## src/rtl/tune_rx_pkg.sv

```systemverilog
package tune_rx_pkg;
  localparam int BYTE_W   = 8;
  localparam int RATIO_W  = 15;
  localparam int CTRL_W   = 7;
  localparam int BAND_W   = 4;
  localparam logic [4:0] ADDR_PREFIX = 5'b11000;

  typedef enum logic [2:0] {
    RX_IDLE,
    RX_ADDR,
    RX_DATA,
    RX_ACK,
    RX_SKIP
  } rx_state_t;
endpackage

```

## src/rtl/bus_line_filter.sv

```systemverilog
module bus_line_filter #(
  parameter int FILT_LEN = 4,
  localparam int CNT_W = (FILT_LEN > 1) ? $clog2(FILT_LEN) : 1
) (
  input  logic clk,
  input  logic rst,
  input  logic line_i,
  output logic line_o
);
  logic       meta_q, sync_q, out_q;
  logic [CNT_W-1:0] run_q;

  always_ff @(posedge clk) begin
    if (rst) begin
      meta_q <= 1'b1;
      sync_q <= 1'b1;
      out_q  <= 1'b1;
      run_q  <= '0;
    end else begin
      meta_q <= line_i;
      sync_q <= meta_q;
      if (sync_q == out_q) begin
        run_q <= '0;
      end else if (run_q == CNT_W'(FILT_LEN - 1)) begin
        out_q <= sync_q;
        run_q <= '0;
      end else begin
        run_q <= run_q + 1'b1;
      end
    end
  end

  assign line_o = out_q;


  filt_settle_chk: assert property (@(posedge clk) disable iff (rst)
    (out_q != $past(out_q)) |-> ($past(sync_q, 1) == out_q) && ($past(sync_q, 2) == out_q));
endmodule

```

## src/rtl/bus_byte_engine.sv

```systemverilog
module bus_byte_engine
  import tune_rx_pkg::*;
#(
  parameter int DATA_MAX = 4,
  localparam int IDX_W = $clog2(DATA_MAX + 1)
) (
  input  logic              clk,
  input  logic              rst,
  input  logic              scl_f,
  input  logic              sda_f,
  input  logic [1:0]        addr_sel,
  output logic              sda_oe,
  output logic              frame_evt,
  output logic              byte_stb,
  output logic [BYTE_W-1:0] byte_data,
  output logic [IDX_W-1:0]  byte_idx
);
  rx_state_t         state_q;
  logic              scl_d, sda_d;
  logic [3:0]        bit_q;
  logic [BYTE_W-1:0] shreg_q;
  logic [IDX_W-1:0]  cnt_q;
  logic              oe_q, stb_q, evt_q;
  logic [IDX_W-1:0]  idx_q;

  logic scl_rise, scl_fall, start_det, stop_det, addr_hit;

  assign scl_rise  = scl_f & ~scl_d;
  assign scl_fall  = ~scl_f & scl_d;
  assign start_det = scl_f & scl_d & sda_d & ~sda_f;
  assign stop_det  = scl_f & scl_d & ~sda_d & sda_f;
  assign addr_hit  = (shreg_q == {ADDR_PREFIX, addr_sel, 1'b0});

  always_ff @(posedge clk) begin
    if (rst) begin
      state_q <= RX_IDLE;
      scl_d   <= 1'b1;
      sda_d   <= 1'b1;
      bit_q   <= '0;
      shreg_q <= '0;
      cnt_q   <= '0;
      oe_q    <= 1'b0;
      stb_q   <= 1'b0;
      evt_q   <= 1'b0;
      idx_q   <= '0;
    end else begin
      scl_d <= scl_f;
      sda_d <= sda_f;
      stb_q <= 1'b0;
      evt_q <= start_det | stop_det;
      if (start_det) begin
        state_q <= RX_ADDR;
        bit_q   <= '0;
        cnt_q   <= '0;
        oe_q    <= 1'b0;
      end else if (stop_det) begin
        state_q <= RX_IDLE;
        oe_q    <= 1'b0;
      end else begin
        case (state_q)
          RX_ADDR, RX_DATA: begin
            if (scl_rise && bit_q < 4'd8) begin
              shreg_q <= {shreg_q[BYTE_W-2:0], sda_f};
              bit_q   <= bit_q + 1'b1;
            end else if (scl_fall && bit_q == 4'd8) begin
              if (state_q == RX_ADDR) begin
                if (addr_hit) begin
                  oe_q    <= 1'b1;
                  state_q <= RX_ACK;
                end else begin
                  state_q <= RX_SKIP;
                end
              end else if (cnt_q < IDX_W'(DATA_MAX)) begin
                oe_q    <= 1'b1;
                stb_q   <= 1'b1;
                idx_q   <= cnt_q;
                cnt_q   <= cnt_q + 1'b1;
                state_q <= RX_ACK;
              end else begin
                state_q <= RX_SKIP;
              end
            end
          end
          RX_ACK: begin
            if (scl_fall) begin
              oe_q    <= 1'b0;
              bit_q   <= '0;
              state_q <= RX_DATA;
            end
          end
          default: ;
        endcase
      end
    end
  end

  assign sda_oe    = oe_q;
  assign frame_evt = evt_q;
  assign byte_stb  = stb_q;
  assign byte_data = shreg_q;
  assign byte_idx  = idx_q;


  ack_low_scl_chk: assert property (@(posedge clk) disable iff (rst)
    $rose(oe_q) |-> !scl_f);

  skip_silent_chk: assert property (@(posedge clk) disable iff (rst)
    (state_q == RX_SKIP) |-> !oe_q && !stb_q);

  idx_bound_chk: assert property (@(posedge clk) disable iff (rst)
    stb_q |-> (idx_q < IDX_W'(DATA_MAX)));

  evt_release_chk: assert property (@(posedge clk) disable iff (rst)
    (start_det || stop_det) |=> !oe_q);
endmodule

```

## src/rtl/cmd_pair_sorter.sv

```systemverilog
module cmd_pair_sorter
  import tune_rx_pkg::*;
#(
  parameter int IDX_W = 3,
  parameter logic [RATIO_W-1:0] RATIO_RST = RATIO_W'(256)
) (
  input  logic               clk,
  input  logic               rst,
  input  logic               frame_evt,
  input  logic               byte_stb,
  input  logic [BYTE_W-1:0]  byte_data,
  input  logic [IDX_W-1:0]   byte_idx,
  output logic [RATIO_W-1:0] ratio,
  output logic               ratio_upd,
  output logic [CTRL_W-1:0]  ctrl,
  output logic               ctrl_upd,
  output logic [BAND_W-1:0]  band,
  output logic               band_upd
);
  logic              have_q;
  logic [BYTE_W-1:0] first_q;
  logic [RATIO_W-1:0] ratio_q;
  logic [CTRL_W-1:0]  ctrl_q;
  logic [BAND_W-1:0]  band_q;
  logic rupd_q, cupd_q, bupd_q;

  always_ff @(posedge clk) begin
    if (rst) begin
      have_q  <= 1'b0;
      first_q <= '0;
      ratio_q <= RATIO_RST;
      ctrl_q  <= '0;
      band_q  <= '0;
      rupd_q  <= 1'b0;
      cupd_q  <= 1'b0;
      bupd_q  <= 1'b0;
    end else begin
      rupd_q <= 1'b0;
      cupd_q <= 1'b0;
      bupd_q <= 1'b0;
      if (frame_evt) begin
        have_q <= 1'b0;
      end else if (byte_stb) begin
        if (!have_q) begin
          first_q <= byte_data;
          have_q  <= 1'b1;
        end else begin
          have_q <= 1'b0;
          if (!first_q[BYTE_W-1]) begin
            ratio_q <= {first_q[CTRL_W-1:0], byte_data};
            rupd_q  <= 1'b1;
          end else begin
            ctrl_q <= first_q[CTRL_W-1:0];
            band_q <= byte_data[BAND_W-1:0];
            cupd_q <= 1'b1;
            bupd_q <= 1'b1;
          end
        end
      end
    end
  end

  assign ratio     = ratio_q;
  assign ratio_upd = rupd_q;
  assign ctrl      = ctrl_q;
  assign ctrl_upd  = cupd_q;
  assign band      = band_q;
  assign band_upd  = bupd_q;


  ratio_strobe_chk: assert property (@(posedge clk) disable iff (rst)
    (ratio_q != $past(ratio_q)) |-> rupd_q);

  ctrl_strobe_chk: assert property (@(posedge clk) disable iff (rst)
    ((ctrl_q != $past(ctrl_q)) || (band_q != $past(band_q))) |-> (cupd_q && bupd_q));

  one_kind_chk: assert property (@(posedge clk) disable iff (rst)
    !(rupd_q && cupd_q));

  pair_odd_chk: assert property (@(posedge clk) disable iff (rst)
    (byte_stb && have_q && !frame_evt) |-> byte_idx[0]);
endmodule

```

## src/rtl/tune_cmd_rx.sv

```systemverilog
module tune_cmd_rx
  import tune_rx_pkg::*;
#(
  parameter int FILT_LEN = 4,
  parameter int DATA_MAX = 4,
  parameter logic [RATIO_W-1:0] RATIO_RST = RATIO_W'(256),
  localparam int IDX_W = $clog2(DATA_MAX + 1)
) (
  input  logic               clk,
  input  logic               rst,
  input  logic               scl_i,
  input  logic               sda_i,
  input  logic [1:0]         addr_sel_i,
  output logic               sda_oe_o,
  output logic [RATIO_W-1:0] ratio_o,
  output logic               ratio_upd_o,
  output logic [CTRL_W-1:0]  ctrl_o,
  output logic               ctrl_upd_o,
  output logic [BAND_W-1:0]  band_o,
  output logic               band_upd_o
);
  logic [1:0] raw_lines, clean_lines;
  logic frame_evt, byte_stb;
  logic [BYTE_W-1:0] byte_data;
  logic [IDX_W-1:0]  byte_idx;

  assign raw_lines = {sda_i, scl_i};

  for (genvar g = 0; g < 2; g++) begin : g_filt
    bus_line_filter #(.FILT_LEN(FILT_LEN)) filt_i (
      .clk(clk), .rst(rst), .line_i(raw_lines[g]), .line_o(clean_lines[g]));
  end

  bus_byte_engine #(.DATA_MAX(DATA_MAX)) engine_i (
    .clk(clk), .rst(rst),
    .scl_f(clean_lines[0]), .sda_f(clean_lines[1]),
    .addr_sel(addr_sel_i),
    .sda_oe(sda_oe_o), .frame_evt(frame_evt),
    .byte_stb(byte_stb), .byte_data(byte_data), .byte_idx(byte_idx));

  cmd_pair_sorter #(.IDX_W(IDX_W), .RATIO_RST(RATIO_RST)) sorter_i (
    .clk(clk), .rst(rst),
    .frame_evt(frame_evt), .byte_stb(byte_stb),
    .byte_data(byte_data), .byte_idx(byte_idx),
    .ratio(ratio_o), .ratio_upd(ratio_upd_o),
    .ctrl(ctrl_o), .ctrl_upd(ctrl_upd_o),
    .band(band_o), .band_upd(band_upd_o));
endmodule

```

## config.mk

```make
export PLATFORM = sky130hd
export DESIGN_NAME = tune_cmd_rx
export DESIGN_NICKNAME = d
export VERILOG_FILES = /design/src/rtl/tune_rx_pkg.sv /design/src/rtl/bus_line_filter.sv /design/src/rtl/bus_byte_engine.sv /design/src/rtl/cmd_pair_sorter.sv /design/src/rtl/tune_cmd_rx.sv
export SDC_FILE = /design/constraint.sdc
export NUM_CORES = 1
export LEC_CHECK = 0
export ABC_AREA = 1
export ABC_CLOCK_PERIOD_IN_PS = 3400
export BUFFER_PORTS_ARGS = -buffer_cell sky130_fd_sc_hd__clkbuf_2
export CAP_MARGIN = 20
export CORE_MARGIN = 2
export CORE_UTILIZATION = 35
export CTS_CLUSTER_DIAMETER = 50
export DETAILED_ROUTE_END_ITERATION = 6
export GPL_ROUTABILITY_DRIVEN = 0
export PLACE_DENSITY = 0.5
export SETUP_SLACK_MARGIN = 0.1
export SLEW_MARGIN = 20
export SYNTH_ARGS = -nofsm -noshare
export SYNTH_HDL_FRONTEND = slang
export SYNTH_SLANG_ARGS = --single-unit
```

## constraint.sdc

```tcl
create_clock -name clk -period 3.4 [get_ports clk]
set_input_delay 0.68 -clock clk [delete_from_list [all_inputs] [get_ports clk]]
set_output_delay 0.68 -clock clk [all_outputs]
set_load 0.005 [all_outputs]
```

Word-level counts from Yosys, hierarchy flattened
Cells that the tools add are included.
{ "word_totals": {"elab_cells": 119, "output_inout_bits": 30, "memories": 0, "mem_bits_ro": 0, "inputBits": 6, "ramBits": 0, "latchBits": 0, "ff_bits": 70} }
{ "classes": {"shift": 0, "add_sub_neg": 4, "n_bitwise": 24, "div": 0, "reduce_logical": 23, "n_eq_ne": 18, "order_cmp": 2, "n_mux": 23, "multipliers": 0} }
{ "ops": {"columns": ["operator", "n"], "rows": [
  ["AND reduction 4 bit", 6],
  ["two-way mux 3 bit", 6],
  ["NOT 1 bit", 16],
  ["two-way mux 1 bit", 12],
  ["AND reduction 6 bit", 2],
  ["OR reduction 3 bit", 3],
  ["equality test 8 bit", 1],
  ["two-way mux 4 bit", 2],
  ["!= test 4 x 1 -> 1 bit (second input constant)", 2],
  ["one-hot mux 4 bit (2 select lines)", 1],
  ["bitwise AND 1 bit", 7],
  ["OR reduction 7 bit", 1],
  ["equality test 3 x 2 -> 1 bit (second input constant)", 2],
  ["!= test 2 x 1 -> 1 bit (second input constant)", 3],
  ["one-hot mux 3 bit (2 select lines)", 1],
  ["OR reduction 2 bit", 3],
  ["adder 2 x 1 -> 2 bit (second input constant)", 2],
  ["adder 4 x 1 -> 4 bit (second input constant)", 1],
  ["equality test 2 bit (second input constant)", 2],
  ["equality test 4 bit (second input constant)", 1],
  ["< comparator 4 bit (second input constant)", 1],
  ["!= test 4 x 2 -> 1 bit (second input constant)", 1],
  ["AND reduction 2 bit", 2],
  ["nonzero test 4 bit", 1],
  ["13 further kinds", 15]
]} }

Logic depth before layout (Yosys ltp)
Gate-level depths: netlist of run 1.
{ "depth": {"ltp_word": 8, "depth_mapped": 11, "depth_no_buf": 11} }

By module
A second synthesis of run 1 with hierarchy kept.
{ "hier_totals": {"hier_cells": 440, "area_unflattened_um2": 3196.8} }
{ "by_module_without_submodules": {"columns": ["module", "instances", "area_per_inst_um2", "cells_each", "seq_area_each_um2"], "rows": [
  ["cmd_pair_sorter", 1, 1565.3, 219, 740.7],
  ["bus_byte_engine", 1, 1276.2, 183, 520.5],
  ["bus_line_filter", 2, 177.7, 19, 100.1]
]} }

Worst setup path after synthesis of run 1
Ideal clock, no wire load.
{ "synth_path": {"path_type": "input -> register", "from": "input rst", "to": "register sorter_i.ratio_q[5], in the netlist sorter_i.ratio[5]", "cell_stages": 5, "t_required_ns": 3.330, "setup_time_ns": 0.070, "path_slack_ns": 2.028, "t_arrival_ns": 1.302, "path_buffers": 2, "cell_sequence": "inv_1 > buf_2 > buf_1 > o21ai_0 > a21oi_1"} }
{ "synth_rtl": {"columns": ["item", "line_no", "rtl"], "rows": [
  ["from (decl)", "tune_cmd_rx.sv:10", "input logic rst,"],
  ["to (signal assigned)", "cmd_pair_sorter.sv:50", "ratio_q <= {first_q[CTRL_W-1:0], byte_data};"],
  ["to (decl)", "cmd_pair_sorter.sv:22", "logic [RATIO_W-1:0] ratio_q;"]
]} }

==> out/summary.md, run 1 <==
The run finished with clean final reports. For this run, the register share of the synthesized area comes to 51.0%. The longest individual stage delay on the worst path is 370 ps. The via count of the first global-routing pass is 1982. Number of cell rows: 32.

By area the synthesized netlist is led by sky130_fd_sc_hd__dfxtp_1, sky130_fd_sc_hd__o21ai_0, sky130_fd_sc_hd__a21oi_1. The total buffers and inverters traversed by the critical path was 3. The die is 92.6 um wide. The die covers 8570 um2. The max-cap check violation count was 0; the total power divided by cell area was 607 nW/um2. The critical path is of the input port to flip-flop type. The area share of the largest cell type after synthesis came out at 51.0%. The number of antenna diodes in the final layout is 0. Once the floorplan was initialized, standard cells occupied 35.9% of the core. The floorplan step set the die height to 92.6 um. The core region is 7650 um2. The I/O pin count was 36. The number of flops mapped to enable cells by yosys works out to 0. The endpoint kind of the worst setup timing path was a flip-flop. The run gives 0.00146 uW as the standby leakage power. The logs give 0 for the DRC violation count after routing and 337 for the synthesized netlist cell count. In this run the mean area of a mapped cell was 8.15 um2. The logs give 0 for the number of antenna violations at the first check in global routing and 0 for the sum of overflow across all layers after global routing. The worst register-to-register path has a depth of 4. The tree built by TritonCTS fans out to 70 sinks. Clock tree root driver cell: sky130_fd_sc_hd__clkbuf_8. The number of setup buffers added after CTS is 0.

In the synthesized netlist the dominant register cell turns out to be sky130_fd_sc_hd__dfxtp_1. The worst register-to-register path begins at g_filt[1].filt_i.line_o. The H-tree depth reported by CTS came out at 3.

Startpoint of the worst hold path: g_filt[0].filt_i.meta_q. For this run, the total global-route usage over all layers was measured as 14.3%. The capturing point of the worst reg2reg path was engine_i.byte_stb. The worst-case clock buffer depth was 2; the peak clock frequency supported by timing was 617 MHz.

Across the VDD grid, the largest voltage drop is 0.211 mV. The run gives 2750 um2 as the cell area after synthesis. The area after detailed placement is 3000 um2.

Setup violations remaining at the end of the flow were counted as 0. For hold timing, the worst endpoint is g_filt[0].filt_i.sync_q. The total routed wirelength was 5700 um; the instance count along the most critical hold path was 1. Dividing the detail-routed wire length by the instance count gives 11.9 um.

During placement, the flow inserted port buffers numbering 35. In the post-synthesis netlist, the cell with the most instances is sky130_fd_sc_hd__dfxtp_1. The clock transition at the registers of the reported paths was 70 ps. Setup repair after global routing left no endpoint under its margin. With fillers left out, the area of the finished cells amounts to 3230 um2.

For flop-to-flop paths, the worst setup slack is 1890 ps. The accumulated negative setup slack was 0 ps. Entering global routing, the biggest net connects 31 pins. The later pin in the worst-skew pair is clocked with a latency of 340 ps. The final period utilization came out at 47.6%.

Between clock sinks in the finished design, the worst skew comes to 10.8 ps. The total number of vias is 2173, and the fraction of registers with async set or reset after synthesis is 0%. The run gives 384 as the net total in the final layout. The slowest stage of the critical path belongs to the cell sky130_fd_sc_hd__buf_4. The required time of the critical path was 3670 ps. STA classifies the critical path startpoint as an input port.

The wire length of the first global-routing pass is 9590 um, and the number of detailed-route iterations in the first pass is 4. The first routing iteration left 95 violations. After legalization and detailed placement, the total HPWL measured 3990 um. Relative to the synthesized area, the layout overhead comes to 17.6%. Final critical delay including setup and external delays: 1620 ps.

In this run, post-CTS repair resized a total of 0 instances. Fraction of layout cells with a size suffix above 1: 20.9%. The tools report the normalized max-slew margin as 65.2%.

The class of the most critical hold timing path was flip-flop to flip-flop. The logs give 0 for the number of pins with negative max-slew slack in the final report and 0 for the remaining antenna violation count after routing. The run gives 0 as the number of buffers added to fix hold violations after cts. The largest total area in the synthesized netlist belongs to sky130_fd_sc_hd__dfxtp_1. During synthesis, Yosys emitted a total of 0 warnings. For the final count of hold timing violations, the log shows 0. Of all nets on the critical path, the largest fanout is 30. TritonCTS created 9 clock buffers. Number of vias per cell: 4.53. The kind of cell adding the most delay to the critical path is buffers and inverters. At the pin with the least slew margin, the transition time is 522 ps. The tools report the signal arrival time at the worst endpoint as 1890 ps. TritonCTS built the clock tree.

The number of storage elements in the synthesis netlist came out at 70. Synthesis instantiated 33 different standard cells from the library. When the netlist entered floorplanning its net count stood at 348.

The commonest cells after synthesis are sky130_fd_sc_hd__dfxtp_1, sky130_fd_sc_hd__nor2_1, sky130_fd_sc_hd__o21ai_0, sky130_fd_sc_hd__a21oi_1, sky130_fd_sc_hd__nand2_1. The critical path goes through clkbuf_2 > inv_1 > buf_4 > o21ai_0 > a21oi_1.
final cells by class:
cell class	count	area, um2
fillers	798	4420
repair buffers	37	190
clock buffers	10	138
flip-flops and latches	70	1400
well taps	102	128
clock inverters	6	93.8
multi-input cells	219	1140
inverters	36	136
where the power goes:
part | internal (uW) | switching (uW)
logic | 113 | 216
clock network | 438 | 328
registers | 844 | 21.6
worst max path at each step:
stage,from,endpoint,slack (ps),depth (start not counted)
final,rst,engine_i.byte_data[5],1780,5
after detailed placement,rst,sorter_i.first_q[7],1430,5
after CTS,rst,engine_i.byte_data[0],1790,5
after global placement,rst,engine_i.byte_data[0],1470,5
after floorplan,rst,sorter_i.ratio[5],2030,5
after global routing,rst,sorter_i.first_q[6],1660,5
per-layer routing:
layer / part of all wire (%) / vias to the layer above / global-route usage (%)
li1: - / 1172 / -
met2: 42 / 34 / 20.7
met1: 53 / 961 / 19.8
met4: 1.1 / 0 / 4.85
met5: 0 / - / 0
met3: 3.9 / 6 / 5.21
kinds of logic (layout without fill, tap and decap cells):
group / after synthesis / after routing / synth area share, %
simple gates: 121 / 121 / 21.3
compound gates: 91 / 91 / 17.4
fa+ha+maj: 5 / 5 / 2.28
flops: 70 / 70 / 51.0
buf+inv: 48 / 89 / 7.34
xor+xnor: 2 / 2 / 0.638
state kept, by name, summed over array words and instances, names as in the netlist:
register / flops
sorter_i.ratio: 15
engine_i.byte_data: 8
sorter_i.first_q: 8
sorter_i.ctrl: 7
engine_i.bit_q: 4
g_filt.filt_i.run_q: 4
sorter_i.band: 4
engine_i.cnt_q: 3
engine_i.state_q: 3
g_filt.filt_i.line_o: 2
g_filt.filt_i.meta_q: 2
g_filt.filt_i.sync_q: 2
engine_i.byte_stb: 1
engine_i.frame_evt: 1
engine_i.scl_d: 1
engine_i.sda_d: 1
engine_i.sda_oe: 1
sorter_i.band_upd: 1
sorter_i.have_q: 1
sorter_i.ratio_upd: 1
cell usage in the layout, fill, tap and decap left out, drive strengths merged:
cell,n
nor3,4
nand3,13
inv,36
nand2,41
clkinvlp,1
clkbuf,45
buf,2
dfxtp,70
nand3b,2
or2,4
nand4,1
a21boi,1
ha,5
xor2,2
o21ai,46
a21oi,42
o211ai,2
clkinv,3
nor4,2
bufinv,2
nor2,54
per-stage QoR:
stage | hold WS [ps] | total power (uW) | cells | utilization, % | setup slack [ps]
floorplan | 389 | 1150 | 337 | - | 2030
global placement | 397 | 1210 | 464 | 39.2 | 1470
detailed placement | 396 | 1210 | 464 | 39.2 | 1430
CTS | 414 | 1980 | 480 | 42.2 | 1790
global route | 426 | 2070 | 480 | 42.2 | 1660
finish | 412 | 1960 | 480 | 42.2 | 1780
Power figures use the tool's default switching activity.
==> run 2, diff against run 1 <==
ABC_CLOCK_PERIOD_IN_PS = 1500   (was 3400)
clock period = 1.5 ns   (was 3.4 ns; I/O delays follow)
==> run 2 against run 1 <==
Hold slack worse by 270 ps; count of clock-buffer cells in the layout increased by 1; utilization up 1.6 points; routed wire length shrank 0.79%; global-route usage rose by 0.10 points; critical path depth grew 2; critical endpoint is now engine_i.cnt_q[2]; largest power group unchanged.
==> out/summary.md, run 2 (synthesis results as in run 1) <==
Total power divided by cell area: 1360 nW/um2 (was 607 nW/um2). The number of pins with negative max-slew slack in the final report is 0 (unchanged), and the max-cap check violation count is 0 (unchanged). For the peak clock frequency supported by timing, the log shows 774 MHz.

The tools report the H-tree depth reported by CTS as 3 (unchanged). The run finished with clean final reports. The logs give 3090 um2 (was 3000 um2) for the area after detailed placement and 0 (unchanged) for the final count of hold timing violations. The post-CTS setup buffer count was 0 (unchanged); the worst-case clock buffer depth was 2 (unchanged). The number of antenna violations at the first check in global routing is 0 (unchanged), and the total routed wirelength is 5650 um (was 5700 um).

The clock tree root driver cell is sky130_fd_sc_hd__clkbuf_8 (unchanged). The startpoint type of the worst setup path was a flip-flop (was an input port). DRC violation count after routing: 0 (unchanged).

The accumulated negative setup slack was 0 ps (unchanged). Commonest cells after routing, fill and taps aside: sky130_fd_sc_hd__dfxtp_1, sky130_fd_sc_hd__nor2_1, sky130_fd_sc_hd__o21ai_0 (unchanged). For the clock insertion delay at the later pin of the skew report, the log shows 340 ps (about the same). For the filler cell count in the final layout, the log shows 809 (was 798). The logs give 1580 ps (was 1890 ps) for the signal arrival time at the worst endpoint and 9650 um (was 9590 um) for the wire length of the first global-routing pass.

The class of the most critical hold timing path is input port to flip-flop (was flip-flop to flip-flop). The per-cell routed wire length works out to 11.6 um (was 11.9 um). Class of the most critical setup path: flip-flop to flip-flop (was input port to flip-flop). The tools report the net total in the final layout as 394 (was 384). The tools report the overall die area as 8570 um2 (unchanged). The die width was 92.6 um (unchanged). The run gives 4550 uW (was 1960 uW) as the total power.

Diode insertion count for antenna repair: 0 (unchanged). The endpoint kind of the worst setup timing path is a flip-flop (unchanged). The logs give 8.25 ps (was 10.8 ps) for the worst-case clock skew and 7650 um2 (unchanged) for the placeable core area. The standby leakage power came out at 0.00152 uW (was 0.00146 uW). The number of vias per cell was 4.61 (was 4.53). The number of cell rows was 32 (unchanged). The largest fanout on the critical path was 5 (was 30); the total number of vias was 2254 (was 2173). The layout overhead on the synthesized area came out at 22.2% (was 17.6%). The final period utilization was 86.2%; the number of clock sinks was 70 (unchanged). The peak supply drop is 0.457 mV (was 0.211 mV), and the clock transition at the registers of the reported paths is 70 ps (about the same).

The initial standard-cell utilization of the core was 35.9% (unchanged); the sum of overflow across all layers after global routing was 0 (unchanged). Y dimension of the die: 92.6 um (unchanged). The fraction of layout cells with a size suffix above 1 came out at 25.1% (was 20.9%). The largest net degree at the start of global routing is 43 (was 31), and the number of endpoints failing setup at the final stage is 0 (unchanged). The combined global-route utilization of all metal layers is 14.5% (was 14.3%). Most common cell after layout, fill and taps aside: sky130_fd_sc_hd__dfxtp_1 (unchanged). The detailed-placement wirelength estimate was 4030 um (was 3990 um). The number of flip-flops under the largest register name was 15 (unchanged); the transition time at the pin with the least slew margin was 267 ps (was 522 ps). The count of input and output buffers was 35 (unchanged); the DRC marker count from the first detailed-route iteration was 59 (was 95). For the via count of the first global-routing pass, the log shows 2033 (was 1982).

The logs give 1790 ps (was 3670 ps) for the required time of the critical path and 6 (was 4) for the number of detailed-route iterations in the first pass. Setup repair after global routing could not meet its margin everywhere. The smallest clock period supported by the final layout is computed as 1290 ps. The tools report the number of buffers added by the clock tree synthesis step as 9 (unchanged). The run gives 82.1% (was 65.2%) as the normalized max-slew margin. TritonCTS built the clock tree. The run gives 36 (unchanged) as the I/O pin count. The logs give 3350 um2 (was 3230 um2) for the post-layout instance area and 0 (unchanged) for the remaining antenna violation count after routing.
[run 2: layout make-up]
class                   count  area (um2)  area share [%]
repair buffers             47         278            8.28
clock inverters             4        95.1            2.84
clock buffers              11         141            4.22
multi-input cells         219        1160            34.7
inverters                  36         140            4.18
flip-flops and latches     70        1410            41.9
well taps                 102         128            3.81
[run 2: path summary, 6_finish.rpt]
kind                            from                 endpoint  slack (ps)  cells after the start
min                            scl_i  g_filt[0].filt_i.meta_q         140                      2
max reg2reg      engine_i.state_q[2]        engine_i.cnt_q[2]         210                      7
max              engine_i.state_q[2]        engine_i.cnt_q[2]         210                      7
min reg2reg  g_filt[0].filt_i.meta_q  g_filt[0].filt_i.sync_q         410                      1
[run 2: through the flow]
stage / util [%] / std cells / hold WS (ps) / setup slack (ps)
final: 43.8 / 489 / 140 / 208
after global routing: 43.8 / 489 / 124 / 92.4
after CTS: 43.4 / 489 / 126 / 136
after detailed placement: 40.3 / 474 / 399 / 151
after global placement: 40.3 / 474 / 395 / 180
after floorplan: - / 337 / 389 / 281
[run 2: routing by layer]
metal / track usage, % / vias up / routed length (um)
li1: - / 1194 / -
met1: 20.0 / 1005 / 2980
met2: 20.7 / 44 / 2330
met3: 4.39 / 11 / 242
met4: 6.34 / 0 / 105
met5: 0 / - / 0
[run 2: worst max-delay path, stage by stage (launching register included)]
cell and delay, ps:
sky130_fd_sc_hd__dfxtp_1 310, sky130_fd_sc_hd__inv_1 130, sky130_fd_sc_hd__nand3_1 130, sky130_fd_sc_hd__nand2_2 190
sky130_fd_sc_hd__nand2_4 90, sky130_fd_sc_hd__nor3_1 210, sky130_fd_sc_hd__nand3_1 100, sky130_fd_sc_hd__nand2_1 70
[run 2: power by group]
| group | switching, uW | internal, uW | leakage [uW] |
|---|---|---|---|
| sequential | 49.0 | 1910 | 0.000566 |
| combinational | 501 | 282 | 0.000837 |
| clock | 669 | 1140 | 0.000119 |
| total | 1220 | 3340 | 0.00152 |
[run 2: timing repair]
item,4_1_cts,5_1_grt
endpoints found under the hold margin,0,0
hold buffers,0,0
setup endpoints to repair,0,22
resized for setup,0,12
